--- config.mk ---
export PLATFORM = sky130hd
export DESIGN_NAME = pwm_fault_guard
export DESIGN_NICKNAME = d
export VERILOG_FILES = /design/src/rtl/pfg_pkg.sv /design/src/rtl/pfg_sync.sv /design/src/rtl/pfg_regs.sv /design/src/rtl/pfg_fsm.sv /design/src/rtl/pwm_fault_guard.sv
export SDC_FILE = /design/constraint.sdc
export NUM_CORES = 1
export LEC_CHECK = 0
export BUFFER_PORTS_ARGS = -buffer_cell sky130_fd_sc_hd__buf_2
export CAP_MARGIN = 20
export CORE_UTILIZATION = 31
export DETAILED_ROUTE_END_ITERATION = 10
export HOLD_SLACK_MARGIN = 0.08
export PLACE_DENSITY_LB_ADDON = 0.2
export SYNTH_ARGS = -nofsm -noshare
export SYNTH_HDL_FRONTEND = slang
export SYNTH_SLANG_ARGS = --single-unit
--- constraint.sdc ---
create_clock -name clk -period 1 [get_ports clk]
set_input_delay 0.05 -clock clk [delete_from_list [all_inputs] [get_ports clk]]
set_output_delay 0.05 -clock clk [all_outputs]
set_load 0.02 [all_outputs]
--- src/rtl/pfg_pkg.sv ---
package pfg_pkg;
    localparam int DATA_W = 8;
    localparam int ADDR_W = 2;

    localparam logic [ADDR_W-1:0] ADDR_CTRL = 2'd0;
    localparam logic [ADDR_W-1:0] ADDR_STAT = 2'd1;
    localparam logic [ADDR_W-1:0] ADDR_ACK  = 2'd2;

    localparam logic [DATA_W-1:0] CTRL_MASK = 8'h03;

    typedef enum logic [1:0] {
        ST_RUN     = 2'd0,
        ST_TRIPPED = 2'd1,
        ST_ARMED   = 2'd2
    } gate_state_t;
endpackage

--- src/rtl/pfg_sync.sv ---
module pfg_sync #(
    parameter int STAGES = 2
) (
    input  logic clk,
    input  logic rst,
    input  logic pin,
    output logic level,
    output logic rise
);
    localparam int CHAIN_W = STAGES + 1;

    logic [CHAIN_W-1:0] chain;

    always_ff @(posedge clk) begin
        if (rst) chain <= '0;
        else     chain <= {chain[CHAIN_W-2:0], pin};
    end

    assign level = chain[STAGES-1];
    assign rise  = chain[STAGES-1] & ~chain[STAGES];

    p_rise_single_r4: assert property (@(posedge clk) disable iff (rst)
        rise |=> !rise);
endmodule

--- src/rtl/pfg_regs.sv ---
module pfg_regs
    import pfg_pkg::*;
(
    input  logic              clk,
    input  logic              rst,
    input  logic              bus_sel,
    input  logic              bus_wr,
    input  logic [ADDR_W-1:0] bus_addr,
    input  logic [DATA_W-1:0] bus_wdata,
    output logic [DATA_W-1:0] bus_rdata,
    input  logic              fault_lvl,
    input  logic              fault_rise,
    output logic              int_en,
    output logic              auto_mode,
    output logic              flag
);
    logic [DATA_W-1:0] ctrl_q;
    logic              ctrl_we;
    logic              ack;

    assign ctrl_we = bus_sel & bus_wr & (bus_addr == ADDR_CTRL);
    assign ack     = bus_sel & bus_wr & (bus_addr == ADDR_ACK) & bus_wdata[0];

    always_ff @(posedge clk) begin
        if (rst)          ctrl_q <= '0;
        else if (ctrl_we) ctrl_q <= bus_wdata & CTRL_MASK;
    end

    always_ff @(posedge clk) begin
        if (rst)             flag <= 1'b0;
        else if (fault_rise) flag <= 1'b1;
        else if (ack)        flag <= 1'b0;
    end

    assign int_en    = ctrl_q[1];
    assign auto_mode = ctrl_q[0];

    always_comb begin
        bus_rdata = '0;
        unique case (bus_addr)
            ADDR_CTRL: bus_rdata = ctrl_q;
            ADDR_STAT: bus_rdata = {{(DATA_W-2){1'b0}}, fault_lvl, flag};
            default:   bus_rdata = '0;
        endcase
    end

    p_flag_set_r4: assert property (@(posedge clk) disable iff (rst)
        fault_rise |=> flag);
    p_flag_sticky_r4: assert property (@(posedge clk) disable iff (rst)
        (flag && !ack) |=> flag);
    p_ack_clear_r5: assert property (@(posedge clk) disable iff (rst)
        (ack && !fault_rise) |=> !flag);
    p_set_wins_r6: assert property (@(posedge clk) disable iff (rst)
        (ack && fault_rise) |=> flag);
    p_ctrl_upper_r2: assert property (@(posedge clk) disable iff (rst)
        (bus_addr == ADDR_CTRL) |-> (bus_rdata[DATA_W-1:2] == '0));
endmodule

--- src/rtl/pfg_fsm.sv ---
module pfg_fsm
    import pfg_pkg::*;
(
    input  logic clk,
    input  logic rst,
    input  logic fault_lvl,
    input  logic flag,
    input  logic auto_mode,
    input  logic cyc_end,
    output logic gate
);
    gate_state_t state_q, state_d;
    logic        running;

    always_ff @(posedge clk) begin
        if (rst) state_q <= ST_RUN;
        else     state_q <= state_d;
    end

    always_comb begin
        state_d = state_q;
        unique case (state_q)
            ST_RUN: begin
                if (fault_lvl) state_d = ST_TRIPPED;
            end
            ST_TRIPPED: begin
                if (!fault_lvl && (auto_mode || !flag)) state_d = ST_ARMED;
            end
            ST_ARMED: begin
                if (fault_lvl)                   state_d = ST_TRIPPED;
                else if (!auto_mode && flag)     state_d = ST_TRIPPED;
                else if (cyc_end)                state_d = ST_RUN;
            end
            default: state_d = ST_TRIPPED;
        endcase
    end

    always_comb begin
        running = (state_q == ST_RUN);
        gate    = !running || fault_lvl;
    end

    p_fault_gates_r8: assert property (@(posedge clk) disable iff (rst)
        fault_lvl |-> gate);
    p_release_boundary_r9: assert property (@(posedge clk) disable iff (rst)
        $rose(running) |-> $past(cyc_end));
    p_release_fault_low_r11: assert property (@(posedge clk) disable iff (rst)
        $rose(running) |-> !$past(fault_lvl));
    p_manual_release_r10: assert property (@(posedge clk) disable iff (rst)
        ($rose(running) && !$past(auto_mode)) |-> !$past(flag));
endmodule

--- src/rtl/pwm_fault_guard.sv ---
module pwm_fault_guard
    import pfg_pkg::*;
#(
    parameter int NUM_CH      = 6,
    parameter int SYNC_STAGES = 2
) (
    input  logic              clk,
    input  logic              rst,
    input  logic              bus_sel,
    input  logic              bus_wr,
    input  logic [ADDR_W-1:0] bus_addr,
    input  logic [DATA_W-1:0] bus_wdata,
    output logic [DATA_W-1:0] bus_rdata,
    input  logic              fault_pin,
    input  logic              cyc_end,
    input  logic [NUM_CH-1:0] pwm_in,
    input  logic [NUM_CH-1:0] dis_mask,
    output logic [NUM_CH-1:0] pwm_out,
    output logic              irq
);
    logic fault_lvl, fault_rise;
    logic int_en, auto_mode, flag;
    logic gate;

    pfg_sync #(.STAGES(SYNC_STAGES)) u_sync (
        .clk   (clk),
        .rst   (rst),
        .pin   (fault_pin),
        .level (fault_lvl),
        .rise  (fault_rise)
    );

    pfg_regs u_regs (
        .clk        (clk),
        .rst        (rst),
        .bus_sel    (bus_sel),
        .bus_wr     (bus_wr),
        .bus_addr   (bus_addr),
        .bus_wdata  (bus_wdata),
        .bus_rdata  (bus_rdata),
        .fault_lvl  (fault_lvl),
        .fault_rise (fault_rise),
        .int_en     (int_en),
        .auto_mode  (auto_mode),
        .flag       (flag)
    );

    pfg_fsm u_fsm (
        .clk       (clk),
        .rst       (rst),
        .fault_lvl (fault_lvl),
        .flag      (flag),
        .auto_mode (auto_mode),
        .cyc_end   (cyc_end),
        .gate      (gate)
    );

    for (genvar ch = 0; ch < NUM_CH; ch++) begin : g_chan
        assign pwm_out[ch] = pwm_in[ch] & ~(dis_mask[ch] & gate);
    end

    assign irq = flag & int_en;

    p_irq_needs_en_r7: assert property (@(posedge clk) disable iff (rst)
        !int_en |-> !irq);
    p_masked_low_r8: assert property (@(posedge clk) disable iff (rst)
        fault_lvl |-> ((pwm_out & dis_mask) == '0));
endmodule

==> metrics.txt <==
gpl congestion 0.705; Area growth syn-to-layout 69.1%; Num Clock Sinks 8; Final Total Pwr 796 uW; Yosys top cell by area dfxtp_1; Worst Hold End u_fsm.state_q[1]; top_reg_cell synth dfxtp_1; post-synth cell types 16; die height 40.6 um; Clk pin slew, worst setup/hold paths 50 ps; Slew Limit Fails 0; FFs w/ async S/R, synth 0%; total core area 1350 um2; initial antenna violation count 0; CTS max path bufs 2; largest net degree at the start of global routing 9; worst reg2reg endpoint u_fsm.state_q[0]; final setup vio count 7; synthesized area per cell 9.23 um2; initial core utilization 34.2%; Buffers on Ports 30; Ant. Diodes 0; CP Max Fanout 6; flop and latch count out of synthesis 8; TritonCTS clock tree done; Post-synth EDFFs 0; Via-to-Cell Ratio 4.47; first-pass GRT wire length 1370 um; Worst Hold Class input pin to flop; CP Capture Type primary output; final WL 922 um; Final nets 119; worst vdd ir ~630 uV; CP Launch Type flop; PD cells 1020 nW/um2; status finished, violations left; vias in the first global route approximately 370; fin cells 104; Synth Instances 50; Clock Skew approximately 2.3 ps; placed instance count 97; failing checks setup timing; FMAX 0.728 GHz; Post-synth top cells nor2_1, dfxtp_1, a21boi_2, buf_4, mux2i_1; Total GRT Usage between 10 and 15%; clk_lat worst skew 240 ps; Post CTS Setup Buffer Count 0; H-tree depth 1; final hold violation count 0; Setup TNS -2310 ps; Post-DRT Antenna Nets 0; Total Die Area 1650 um2; fin crit period 1370 ps; per-cell routed wire length 8.87 um; Remaining DRCs 0; crit path kind flop to primary output; Hold WS 122 ps; top-count cell post-synth nor2_1; RSZ-0062 raised after global routing true; R2R depth 3; sequential area share after synthesis 34.7%; via count 465; first-pass iteration count of the detailed router 2; worst hold start cyc_end; leakage ~0.38 nW; Final WS setup -373 ps; pre-CTS setup slack -142 ps; number of maximum-capacitance violations 0; yosys warns 0; Die Wd 40.6 um; mapped cell area 462 um2; Hold Path Depth 4; Worst Path Arrival 1320 ps; setup slack on the worst flop-to-flop path 140 ps; CP Data Required Time 950 ps; CTS Buf Count 3; R2R Path Start u_sync.chain[1]; synth top area cells dfxtp_1, a21boi_2, mux2i_1; Top Ports 43; Std-Cell Rows 13; clock root cell clkbuf_4; final period utilization 137%; Detailed Route Iter0 Violations 2; Synth top area share 34.7%; post-detail-place hpwl 726 um; layout cell share with drive strength beyond 1 52.8%; total gr overflow 0
final cells by class:
type	count	area [um2]
fillers	125	569
multi-input cells	41	320
repair buffers	37	253
flip-flops and latches	8	166
clock buffers	3	22.5
well taps	15	18.8
logic make-up (layout without fill, tap and decap cells):
kind of cell    Yosys count  after routing  share of synthesized area, %
flops                     8              8                          34.7
simple gates             21             21                          24.7
compound gates            9              9                          19.2
mux                       5              5                          10.8
buf+inv                   6             40                          9.76
other cells               1              6                         0.812
worst max-delay path, stage by stage, from the launching register on:
cell	delay [ps]
dfxtp_1	310
or3_4	480
a21boi_4	160
buf_6	130
report_power, final:
part | internal, mW | leakage, nW | total, mW | switching [mW]
registers | 0.328 | 0.0669 | 0.333 | 0.00554
logic | 0.118 | 0.303 | 0.226 | 0.108
clock network | 0.137 | 0.0138 | 0.236 | 0.0996
total | 0.583 | 0.384 | 0.796 | 0.213
registers in the layout, indices dropped and copies added (netlist names):
register	flops
u_fsm.state_q	2
u_regs.ctrl_q	2
u_regs.flag	1
u_sync.chain	3
metal layers:
metal  GRT usage, %  vias up  part of all wire, %
met1           13.2      203                   44
met2           22.6       20                   49
met3           3.33        2                  6.3
met4           7.50        0                 0.76
li1               -      240                    -
met5              0        -                    0
layout by cell type, fill, tap and decap left out, drive strengths merged:
cell / n
nand2: 3
conb: 6
and2: 1
a21boi: 6
a221oi: 1
dlygate4sd3: 4
nand3b: 1
a21oi: 1
nor2b: 3
clkbuf: 3
mux2i: 5
o31ai: 1
dfxtp: 8
buf: 33
and4bb: 1
nand2b: 2
or3: 1
nor2: 9
stage by stage:
step	area [um2]	utilization [%]
after floorplan	527	-
after global placement	673	49.9
after detailed placement	673	49.9
after CTS	777	57.6
after global routing	781	57.8
final	781	57.8
how the worst max path moves through the flow:
stage / startpoint / cells after the start / end / slack (ps)
after global placement: u_fsm.state_q[1] / 3 / pwm_out[1] / -130
after global routing: u_sync.chain[1] / 3 / pwm_out[4] / -430
after CTS: u_sync.chain[1] / 3 / pwm_out[0] / -400
after detailed placement: u_fsm.state_q[1] / 3 / pwm_out[0] / -140
after floorplan: u_fsm.state_q[1] / 2 / pwm_out[0] / -50
final: u_sync.chain[1] / 3 / pwm_out[0] / -370
repair_timing:
item / 4_1_cts / 5_1_grt
endpoints found under the hold margin: 7 / 0
gates resized for setup: 14 / 2
hold buffers: 4 / 0
pin swaps: 1 / 0
endpoints found under the setup margin: 8 / 8
Power figures use the tool's default switching activity.
